## src/rtl/alu8_flags.sv

```systemverilog
module alu8_flags #(
  parameter int W = 8
) (
  input  logic         clk,
  input  logic         rst_n,
  input  logic         commit,
  input  logic [3:0]   op,
  input  logic [W-1:0] acc,
  input  logic [W-1:0] opnd,
  input  logic         cin,
  output logic [W-1:0] res,
  output logic [3:0]   flags,
  output logic [3:0]   upd,
  output logic [7:0]   status
);
  localparam int MSB = W - 1;
  localparam logic [3:0] OP_ADD = 4'd0,  OP_SUB = 4'd1,  OP_AND = 4'd2,  OP_OR  = 4'd3,
                         OP_XOR = 4'd4,  OP_CMP = 4'd5,  OP_INC = 4'd6,  OP_DEC = 4'd7,
                         OP_SHL = 4'd8,  OP_SHR = 4'd9,  OP_ROL = 4'd10, OP_ROR = 4'd11,
                         OP_BIT = 4'd12, OP_TSB = 4'd13, OP_TRB = 4'd14, OP_LD  = 4'd15;
  localparam logic [3:0] M_NZ = 4'b1010, M_NZC = 4'b1011, M_ALL = 4'b1111,
                         M_NVZ = 4'b1110, M_Z = 4'b0010;

  logic         sub_mode;
  logic [W-1:0] addend;
  logic         carry_in;
  logic [W:0]   sum;
  logic         ovf;
  logic [W-1:0] anded;
  logic         n_f, v_f, z_f, c_f;

  assign sub_mode = (op == OP_SUB) || (op == OP_CMP);
  assign addend   = sub_mode ? ~opnd : opnd;
  assign carry_in = (op == OP_CMP) ? 1'b1 : cin;
  assign sum      = {1'b0, acc} + {1'b0, addend} + {{W{1'b0}}, carry_in};
  assign ovf      = (acc[MSB] == addend[MSB]) && (sum[MSB] != acc[MSB]);
  assign anded    = acc & opnd;

  always_comb begin
    res = acc;
    upd = M_NZ;
    c_f = cin;
    v_f = 1'b0;
    case (op)
      OP_ADD, OP_SUB: begin res = sum[MSB:0]; c_f = sum[W]; v_f = ovf; upd = M_ALL; end
      OP_AND: res = anded;
      OP_OR:  res = acc | opnd;
      OP_XOR: res = acc ^ opnd;
      OP_CMP: begin c_f = sum[W]; upd = M_NZC; end
      OP_INC: res = acc + 1'b1;
      OP_DEC: res = acc - 1'b1;
      OP_SHL: begin res = {acc[MSB-1:0], 1'b0}; c_f = acc[MSB]; upd = M_NZC; end
      OP_SHR: begin res = {1'b0, acc[MSB:1]};   c_f = acc[0];   upd = M_NZC; end
      OP_ROL: begin res = {acc[MSB-1:0], cin};  c_f = acc[MSB]; upd = M_NZC; end
      OP_ROR: begin res = {cin, acc[MSB:1]};    c_f = acc[0];   upd = M_NZC; end
      OP_BIT: begin v_f = opnd[MSB-1]; upd = M_NVZ; end
      OP_TSB: begin res = acc | opnd;  upd = M_Z; end
      OP_TRB: begin res = ~acc & opnd; upd = M_Z; end
      default: res = opnd;
    endcase
  end

  always_comb begin
    n_f = res[MSB];
    z_f = (res == '0);
    case (op)
      OP_CMP:         begin n_f = sum[MSB]; z_f = (sum[MSB:0] == '0); end
      OP_BIT:         begin n_f = opnd[MSB]; z_f = (anded == '0); end
      OP_TSB, OP_TRB: z_f = (anded == '0);
      default: ;
    endcase
  end

  assign flags = {n_f, v_f, z_f, c_f};

  always_ff @(posedge clk) begin
    if (!rst_n) status <= 8'h00;
    else if (commit) begin
      if (upd[3]) status[7] <= n_f;
      if (upd[2]) status[6] <= v_f;
      if (upd[1]) status[1] <= z_f;
      if (upd[0]) status[0] <= c_f;
    end
  end

  a_r10_hold_without_commit: assert property (@(posedge clk) disable iff (!rst_n)
    !commit |=> $stable(status));
  a_r10_carry_masked: assert property (@(posedge clk) disable iff (!rst_n)
    (commit && !upd[0]) |=> status[0] == $past(status[0]));
  a_r10_unused_bits_zero: assert property (@(posedge clk) disable iff (!rst_n)
    status[5:2] == 4'b0000);
  a_r4_no_carry_update: assert property (@(posedge clk) disable iff (!rst_n)
    (op == OP_INC || op == OP_DEC) |-> !upd[0] && !upd[2]);
  a_r5_shr_clears_n: assert property (@(posedge clk) disable iff (!rst_n)
    (op == OP_SHR) |-> !flags[3]);
  a_r7_acc_untouched: assert property (@(posedge clk) disable iff (!rst_n)
    (op == OP_BIT || op == OP_CMP) |-> res == acc);
  a_r8_z_only: assert property (@(posedge clk) disable iff (!rst_n)
    (op == OP_TSB || op == OP_TRB) |-> upd == 4'b0010);
endmodule

```

## config.mk

```make
export PLATFORM = sky130hd
export DESIGN_NAME = alu8_flags
export DESIGN_NICKNAME = d
export VERILOG_FILES = /design/src/rtl/alu8_flags.sv
export SDC_FILE = /design/constraint.sdc
export NUM_CORES = 1
export LEC_CHECK = 0
export BUFFER_PORTS_ARGS = -buffer_cell sky130_fd_sc_hd__buf_4
export CAP_MARGIN = 20
export CORE_AREA = 8 8 79 81
export CTS_CLUSTER_DIAMETER = 120
export DETAILED_ROUTE_END_ITERATION = 6
export DIE_AREA = 0 0 87 89
export HOLD_SLACK_MARGIN = 0.06
export PLACE_DENSITY = 0.72
export SYNTH_ARGS = -nofsm -noshare
export SYNTH_HDL_FRONTEND = slang
export SYNTH_SLANG_ARGS = --single-unit
```

## constraint.sdc

```tcl
create_clock -name clk -period 16.7 [get_ports clk]
set_input_delay 3.34 -clock clk [delete_from_list [all_inputs] [get_ports clk]]
set_output_delay 3.34 -clock clk [all_outputs]
set_load 0.05 [all_outputs]
```

==> impl_metrics.tcl, run 1 <==
set metrics [dict create \
    ir_drop_mv 0.02603 \
    die_y_um 89 \
    path_max_fanout 39 \
    hold_end "status[0]$_SDFFE_PN0P_" \
    antenna_cells 0 \
    syn_area_um2 2446 \
    viasPerCell 6.455 \
    largest_reg_flops 4 \
    cts_tree "done" \
    ys_seq_area_share_pct 3.274 \
    p_per_area_nw_per_um2 49.93 \
    hold_viol 0 \
    layout-drive-gt1-share_pct 15.51 \
    routed-via-count 2782 \
    antenna_found_initial 0 \
    drt_iter0_markers 304 \
    rsz0062_at_grt "no" \
    grt_usage_pct 21.63 \
    setup_violations 0 \
    fill_cells 521 \
    grt_pass1_vias 2537 \
    dieArea_um2 7743 \
    cts_root_buffer "clkbuf_8" \
    io_pins 48 \
    synth_warnings 0 \
    p_leak_nw 1.195 \
    cpLargestDelayFamily "simple AND/OR/NAND/NOR gates" \
    fin_tns_setup_ns 0 \
    post_cts_buffers 0 \
    r2r_start "status[7]$_SDFFE_PN0P_" \
    synthFlopType "dfxtp_1" \
    area_growth_pct 10.90 \
    cts_hold_buf 0 \
    grt_use_met1_pct 28.38 \
    required_ns 13.36 \
    skew_ns 0 \
    start_util_pct 49.15 \
    ff2ff_setup_slack_ns 16.00 \
    critical-path-max-stage-delay_ns 0.53 \
    grt_max_degree 40 \
    synth_edf_count 0 \
    critPathKind "in -> out" \
    critPathSlowestCell "nor2_2" \
    hold_depth 2 \
    drt_pre_antenna_iters 5 \
    timing.final.crit_share_pct 64.14 \
    numPortBuffers 42 \
    ys_ff_latch 4 \
    top_regs "status: 4 flops" \
    largest_register "status" \
    numCtsBuffers 3 \
    core_um2 4977 \
    path_buf_inv 3 \
    hold_class "reg -> reg" \
    total_power_uw 135.4 \
    critical_path.reg2reg.endpoint "status[7]$_SDFFE_PN0P_" \
    met3_usage_pct 4.320 \
    ys_top_cells_by_count "ha_1 (33), inv_1 (21), nor2_1 (21), a21oi_1 (20), nand2_1 (20)" \
    drv_slew 0 \
    crit_chain "buf_4 > nand2b_1 > nor2_2 > xnor2_1 > fa_1 > fa_1 > xnor2_1 > o22a_1 > o21ai_1 > nor4_2 > o221ai_1 > a2111oi_2 > a41oi_1 > inv_1 > buf_4" \
    gp_congestion 1.002 \
    synth_top_area_share_pct 16.88 \
    yosysTopAreaCell "ha_1" \
    drt_wl_total_um 8572 \
    min_period_ns 10.71 \
    startpoint_type "input pin" \
    syn_area_per_cell_um2 7.131 \
    die_x_um 87 \
    clk_latency_ns 0.22 \
    yosysMostFrequentCell "ha_1" \
    rows 26 \
    hold_path_startpoint "status[0]$_SDFFE_PN0P_" \
    place_ws_ns 6.099 \
    wire_per_inst_um 19.89 \
    grt_pass1_wl_um 13370 \
    clock-sinks 4 \
    fin_ws_ns 5.988 \
    clockBufferDepth 2 \
    drc 0 \
    ctsResizeCount 0 \
    status "completed" \
    fin_nets 422 \
    drv_cap 0 \
    synth_cell_type_count 71 \
    worstPathArrival_ns 7.37 \
    crit_path_end_kind "primary output" \
    maxSlewHeadroom_pct 21.59 \
    grt_use_met2_pct 34.56 \
    worstRegToRegCells 3 \
    grt_busiest_layer "met2" \
    syn-instance-count 343 \
    h-tree-depth 1 \
    synthTopCellsByArea "ha_1 (17%), xnor2_1 (5.7%), a21oi_1 (4.1%)" \
    grt.overflow.total 0 \
    worstMarginPinSlew_ns 1.167 \
    ant_nets 0 \
    dpl.hpwl_um 6424 \
    synthArstFlopShare_pct 0 \
    cts.clk_slew.worst_paths_ns 0.03 \
    crit_start "op[0]" \
    fmax_mhz 93.35 \
]
## metrics by stage
step	hold WS (ns)	utilization, %	instances	area [µm²]
2_1_floorplan	0.6744	-	346	2457
3_3_place_gp	0.4558	53.67	428	2671
3_5_place_dp	0.4629	53.67	428	2671
4_1_cts	0.4673	54.50	431	2713
5_1_grt	0.5036	54.50	431	2713
6_report	0.4611	54.50	431	2713
## how the worst max path moves through the flow
| stage | to | slack, ns | cells past startpoint |
|---|---|---|---|
| finish | flags[1] | 5.99 | 15 |
| global route | flags[1] | 5.79 | 15 |
| CTS | flags[1] | 6.07 | 15 |
| detailed placement | flags[1] | 6.10 | 15 |
| global placement | flags[1] | 6.22 | 15 |
| floorplan | flags[1] | 6.13 | 16 |
## routing by layer
metal	share of wire [%]	vias up
met5	0	-
met4	2.3	0
met3	11	17
met2	46	192
met1	41	1284
li1	-	1289
## final cells by class
type / instances / area [µm²] / area share (%)
Clock buffer: 3 / 41.29 / 1.522
Inverter: 25 / 93.84 / 3.459
Multi-Input combinational cell: 287 / 2095 / 77.21
Sequential cell: 4 / 80.08 / 2.952
Tap cell: 70 / 87.58 / 3.229
Timing Repair Buffer: 42 / 315.3 / 11.62
## report_power, final
part / switching (mW) / internal, mW / total [mW] / leakage [nW]
logic: 0.0688 / 0.0357 / 0.105 / 1.14
registers: 0.000304 / 0.0103 / 0.0106 / 0.0329
clock network: 0.00492 / 0.0154 / 0.0203 / 0.0216
total: 0.0740 / 0.0614 / 0.135 / 1.20
## worst reg2reg max path: stages (launching register included)
cell and delay, ns:
dfxtp_1 0.30, nand2_1 0.05, a21oi_1 0.04, a41o_1 0.20
## logic make-up after synthesis
group,after synthesis,synth area share [%]
simple gates,117,26.85
fa+ha+maj,35,18.52
compound gates,104,29.82
mux,6,2.506
flops,4,3.274
xor+xnor,20,7.161
other cells,2,0.3070
buf+inv,55,11.56
## layout by cell type, fill, tap and decap left out, types with 5 or more instances in the layout
master    synthesis  final
a211oi_1          5      5
a21oi_1          20     20
a31oi_1           8      8
a32oi_1           5      5
and3_1            8      8
buf_4            13     42
conb_1            2      5
ha_1             33     33
inv_1            21     21
mux2i_1           5      5
nand2_1          20     20
nand2b_1          5      5
nand3_1          12     12
nor2_1           21     21
nor2b_1           8      8
nor3_1            7      7
nor3b_1           6      6
o21ai_0          13     13
or3_1             5      5
xnor2_1          16     16
Note: power is estimated with default switching activity, not from simulation.
==> inputs of run 2 (changes only) <==
--- a/config.mk
+++ b/config.mk
@@ -12,7 +12,7 @@
 export DETAILED_ROUTE_END_ITERATION = 6
 export DIE_AREA = 0 0 87 89
 export HOLD_SLACK_MARGIN = 0.06
-export PLACE_DENSITY = 0.72
+export PLACE_DENSITY = 0.75
 export SYNTH_ARGS = -nofsm -noshare
 export SYNTH_HDL_FRONTEND = slang
 export SYNTH_SLANG_ARGS = --single-unit
==> constraint.sdc (replaced) <==
create_clock -name clk -period 8.6 [get_ports clk]
set_input_delay 1.72 -clock clk [delete_from_list [all_inputs] [get_ports clk]]
set_output_delay 1.72 -clock clk [all_outputs]
set_load 0.05 [all_outputs]
==> run 2 against run 1 <==
  * Worst setup slack got worse by 4.8 ns
  * Routed wire length rose by 2.1%
  * Non-clock buffer count rose by 1
  * Clock-buffer cell count did not move
  * Core utilization rose by 0.15 points
  * Power rose by 95%
  * Global-route usage rose by 0.46 points
  * Sequential cell count did not move
  * Clock skew did not move
  * Cell area rose by 0.28%
  * Die area did not move
  * Critical endpoint unchanged
==> impl_metrics.tcl, run 2 (same netlist as run 1, synthesis figures left out) <==
set metrics [dict create \
    viasPerCell 6.595 \
    dpl.hpwl_um 6636 \
    clk_latency_ns 0.22 \
    critPathSlowestCell "nor2_2" \
    design_area_um2 2720 \
    antenna_cells 0 \
    rows 26 \
    io_pins 48 \
    ir_drop_mv 0.06811 \
    grt_usage_pct 22.09 \
    clock-sinks 4 \
    drv_cap 0 \
    cpLargestDelayFamily "compound AO/OA/AOI/OAI gates" \
    drt_pre_antenna_iters 7 \
    die_y_um 89 \
    gp_congestion 1.022 \
    maxSlewHeadroom_pct 36.67 \
    fill_cells 524 \
    drt_iter0_markers 360 \
    grt_pass1_vias 2587 \
    path_buf_inv 3 \
    p_leak_nw 1.201 \
    numCtsBuffers 3 \
    fin_tns_setup_ns 0 \
    cts.clk_slew.worst_paths_ns 0.03 \
    numPortBuffers 42 \
    setup_violations 0 \
    required_ns 6.88 \
    largest_register "status" \
    fin_nets 423 \
    crit_path_end_kind "primary output" \
    routed-via-count 2849 \
    worstPathArrival_ns 5.69 \
    core_um2 4977 \
    cts_root_buffer "clkbuf_8" \
    p_per_area_nw_per_um2 97.21 \
    power_frac_seq_pct 7.8 \
    startpoint_type "input pin" \
    final_common_cell "buf_4" \
    antenna_found_initial 0 \
    path_max_fanout 39 \
    power_frac_clock_pct 15.2 \
    place_area_um2 2679 \
    worstMarginPinSlew_ns 0.9427 \
    rsz0062_at_grt "no" \
    cts_tree "done" \
    p_comb_share_pct 77.0 \
    start_util_pct 49.15 \
    die_x_um 87 \
    ant_nets 0 \
    power_switching_uw 145.0 \
    wire_per_inst_um 20.26 \
    largest_reg_flops 4 \
    drv_slew 0 \
    area_growth_pct 11.20 \
    multiInputGateArea_um2 2095 \
    dieArea_um2 7743 \
    skew_ns 0 \
    cts_hold_buf 0 \
    grt_max_degree 40 \
    fmax_mhz 135.0 \
    p_int_uw 119.4 \
    post_cts_buffers 0 \
    critical-path-max-stage-delay_ns 0.49 \
    hold_class "reg -> reg" \
    swShare_pct 54.83 \
    timing.final.crit_share_pct 86.16 \
    h-tree-depth 1 \
    seq_area_um2 80.08 \
    min_period_ns 7.410 \
    grt.overflow.total 0 \
    ctsResizeCount 0 \
    status "completed" \
    hold_viol 0 \
    total_power_uw 264.4 \
    drt_wl_total_um 8751 \
    final_cell_mix "buf_4 (43), ha_1 (33), nor2_1 (21), inv_1 (21)" \
    holdWs_ns 0.4730 \
    layout-drive-gt1-share_pct 15.75 \
    top_regs "status: 4 flops" \
    clockBufferDepth 2 \
    drc 0 \
    crit_chain "buf_4 > nand2b_1 > nor2_2 > xnor2_1 > fa_1 > fa_1 > xnor2_1 > o22a_1 > o21ai_1 > nor4_2 > o221ai_1 > a2111oi_2 > a41oi_1 > inv_1 > buf_4" \
    grt_pass1_wl_um 13660 \
    critPathKind "in -> out" \
]
==> run 2: cell types whose count changed in the layout (fill, tap and decap cells not counted), sizes merged <==
| cell | before | now |
|---|---|---|
| buf | 42 | 43 |
==> run 2: area by class of cell <==
type / count / share of cell area [%]
sequential: 4 / 2.944
tap: 70 / 3.220
timing repair buffer: 43 / 11.87
multi-input combinational: 287 / 77.00
inverter: 25 / 3.450
clock buffer: 3 / 1.518
==> run 2: power groups by stage <==
stage	sequential, mW	combinational, mW	clock (mW)
after floorplan	0.0253	0.143	0
after global placement	0.0208	0.199	0
after detailed placement	0.0209	0.199	0
after CTS	0.0207	0.200	0.0403
after global routing	0.0209	0.217	0.0426
final	0.0207	0.203	0.0402
==> run 2: worst paths after layout <==
kind | cells after the start | end | slack [ns] | startpoint
setup / recovery | 15 | flags[1] | 1.19 | op[0]
hold / removal | 2 | status[0]$_SDFFE_PN0P_ | 0.47 | status[0]$_SDFFE_PN0P_
setup reg to reg | 3 | status[7]$_SDFFE_PN0P_ | 7.89 | status[7]$_SDFFE_PN0P_
hold reg to reg | 2 | status[0]$_SDFFE_PN0P_ | 0.47 | status[0]$_SDFFE_PN0P_
==> run 2: routing by layer <==
| layer | track usage (%) | share of wire, % | vias to the layer above |
|---|---|---|---|
| met5 | 0 | 0 | - |
| met4 | 6.573 | 2.6 | 0 |
| met3 | 3.309 | 9.4 | 20 |
| met2 | 36.78 | 47 | 194 |
| met1 | 28.61 | 41 | 1339 |
| li1 | - | - | 1296 |
==> run 2: through the flow <==
step	cells	setup slack, ns	util (%)
2_1_floorplan	346	1.266	-
3_3_place_gp	428	1.391	53.67
3_5_place_dp	429	1.290	53.82
4_1_cts	432	1.275	54.65
5_1_grt	432	1.014	54.65
6_report	432	1.190	54.65
==> run 2: worst register-to-register path, stage by stage (launching register included) <==
cell and delay (ns):
dfxtp_1 0.31, nand2_1 0.06, a21oi_1 0.04, a41o_1 0.20
==> inputs of run 3 (changes only) <==
--- a/config.mk
+++ b/config.mk
@@ -7,12 +7,12 @@
 export LEC_CHECK = 0
 export BUFFER_PORTS_ARGS = -buffer_cell sky130_fd_sc_hd__buf_4
 export CAP_MARGIN = 20
-export CORE_AREA = 8 8 79 81
+export CORE_AREA = 8 8 78 80
 export CTS_CLUSTER_DIAMETER = 120
 export DETAILED_ROUTE_END_ITERATION = 6
-export DIE_AREA = 0 0 87 89
+export DIE_AREA = 0 0 86 88
 export HOLD_SLACK_MARGIN = 0.06
-export PLACE_DENSITY = 0.75
+export PLACE_DENSITY = 0.77
 export SYNTH_ARGS = -nofsm -noshare
 export SYNTH_HDL_FRONTEND = slang
 export SYNTH_SLANG_ARGS = --single-unit
==> run 3 against run 2 <==
  * Register-to-register slack is essentially flat
  * Power shrank 0.57%
  * Die area shrank 2.3%
  * Routed wire length shrank 3.1%
  * Global-route usage shrank 0.23 points
  * Largest cell class unchanged
  * Hold slack gained 0.0080 ns
  * Sequential cell count is the same
==> impl_metrics.tcl, run 3 (same netlist as run 1, synthesis figures left out) <==
set metrics [dict create \
    clockBufferDepth 2 \
    viasPerCell 6.539 \
    crit_chain "buf_4 > nand2b_1 > nor2_2 > xnor2_1 > fa_1 > fa_1 > xnor2_1 > o22a_1 > o21ai_1 > nor4_2 > o221ai_1 > a2111oi_2 > a41oi_1 > inv_1 > buf_4" \
    drv_slew 0 \
    fmax_mhz 134.7 \
    h-tree-depth 1 \
    maxSlewHeadroom_pct 40.28 \
    worstPathArrival_ns 5.70 \
    place_ws_ns 1.268 \
    required_ns 6.88 \
    cts_tree "done" \
    gp_congestion 1.022 \
    status "completed" \
    io_pins 48 \
    crit_path_end_kind "primary output" \
    path_max_fanout 39 \
    rsz0062_at_grt "no" \
    grt_pass1_wl_um 13520 \
    multiInputGateArea_um2 2095 \
    grt.overflow.total 0 \
    antenna_found_initial 0 \
    largest_reg_flops 4 \
    hold_class "reg -> reg" \
    dpl.hpwl_um 6506 \
    path_buf_inv 3 \
    worstMarginPinSlew_ns 0.8890 \
    grt_pass1_vias 2618 \
    cpLargestDelayFamily "simple AND/OR/NAND/NOR gates" \
    fin_nets 423 \
    grt_max_degree 40 \
    clock-sinks 4 \
    antenna_cells 0 \
    drv_cap 0 \
    seq_area_um2 80.08 \
    hold_viol 0 \
    p_leak_nw 1.201 \
    fin_tns_setup_ns 0 \
    die_y_um 88 \
    fill_cells 501 \
    setup_violations 0 \
    ir_drop_mv 0.06682 \
    drt_iter0_markers 451 \
    rows 26 \
    fin_ws_ns 1.175 \
    core_um2 4912 \
    ctsResizeCount 0 \
    wire_per_inst_um 19.63 \
    drt_pre_antenna_iters 5 \
    clk_latency_ns 0.22 \
    min_period_ns 7.425 \
    routed-via-count 2825 \
    numPortBuffers 42 \
    critical-path-max-stage-delay_ns 0.51 \
    final_common_cell "buf_4" \
    largest_register "status" \
    start_util_pct 49.80 \
    post_cts_buffers 0 \
    area_growth_pct 11.20 \
    timing.final.crit_share_pct 86.33 \
    dieArea_um2 7568 \
    top_regs "status: 4 flops" \
    cts_hold_buf 0 \
    grt_usage_pct 21.86 \
    p_per_area_nw_per_um2 96.66 \
    numCtsBuffers 3 \
    cts_root_buffer "clkbuf_8" \
    final_cell_mix "buf_4 (43), ha_1 (33), nor2_1 (21), inv_1 (21)" \
    cts.clk_slew.worst_paths_ns 0.03 \
    critPathKind "in -> out" \
    drc 0 \
    die_x_um 86 \
    ant_nets 0 \
    startpoint_type "input pin" \
    drt_wl_total_um 8479 \
    critPathSlowestCell "nor2_2" \
    layout-drive-gt1-share_pct 15.75 \
    skew_ns 0 \
]
[run 3: per-layer routing]
layer  vias to the layer above  wire length, µm  GRT usage, %
met5                         -                0             0
met1                      1320             3577         27.57
met4                         0              189         7.325
li1                       1294                -             -
met2                       188             3908         35.90
met3                        23              804         4.503
[run 3: metrics by stage]
stage | std cells | hold slack (ns) | util [%] | total power [mW] | instance area [µm²]
6_report | 432 | 0.4810 | 55.37 | 0.2629 | 2720
5_1_grt | 432 | 0.5097 | 55.37 | 0.2790 | 2720
4_1_cts | 432 | 0.4835 | 55.37 | 0.2602 | 2720
3_5_place_dp | 429 | 0.4770 | 54.53 | 0.2193 | 2679
3_3_place_gp | 429 | 0.4537 | 54.53 | 0.2189 | 2679
2_1_floorplan | 346 | 0.6744 | - | 0.1687 | 2457
[run 3: final timing paths]
check,start,cells past startpoint,slack [ns],endpoint
setup / recovery,op[0],15,1.18,flags[1]
hold / removal,status[0]$_SDFFE_PN0P_,2,0.48,status[0]$_SDFFE_PN0P_
setup reg to reg,status[7]$_SDFFE_PN0P_,3,7.90,status[7]$_SDFFE_PN0P_
hold reg to reg,status[0]$_SDFFE_PN0P_,2,0.48,status[0]$_SDFFE_PN0P_
[run 3: tightest hold or removal path, stage by stage (launching register included)]
cell and delay, ns:
dfxtp_1 0.30, nand2_1 0.05, a21boi_0 0.07
[run 3: area by class of cell]
cell class              instances  share of cell area [%]
multi-input cells             287                   77.00
repair buffers                 43                   11.87
inverters                      25                   3.450
well taps                      70                   3.220
flip-flops and latches          4                   2.944
clock buffers                   3                   1.518
[run 3: report_power, final]
part | switching (mW) | leakage [nW] | total (mW) | internal (mW)
sequential | 0.000609 | 0.0329 | 0.0206 | 0.0200
combinational | 0.133 | 1.15 | 0.202 | 0.0697
clock | 0.0100 | 0.0216 | 0.0399 | 0.0299
total | 0.143 | 1.20 | 0.263 | 0.120
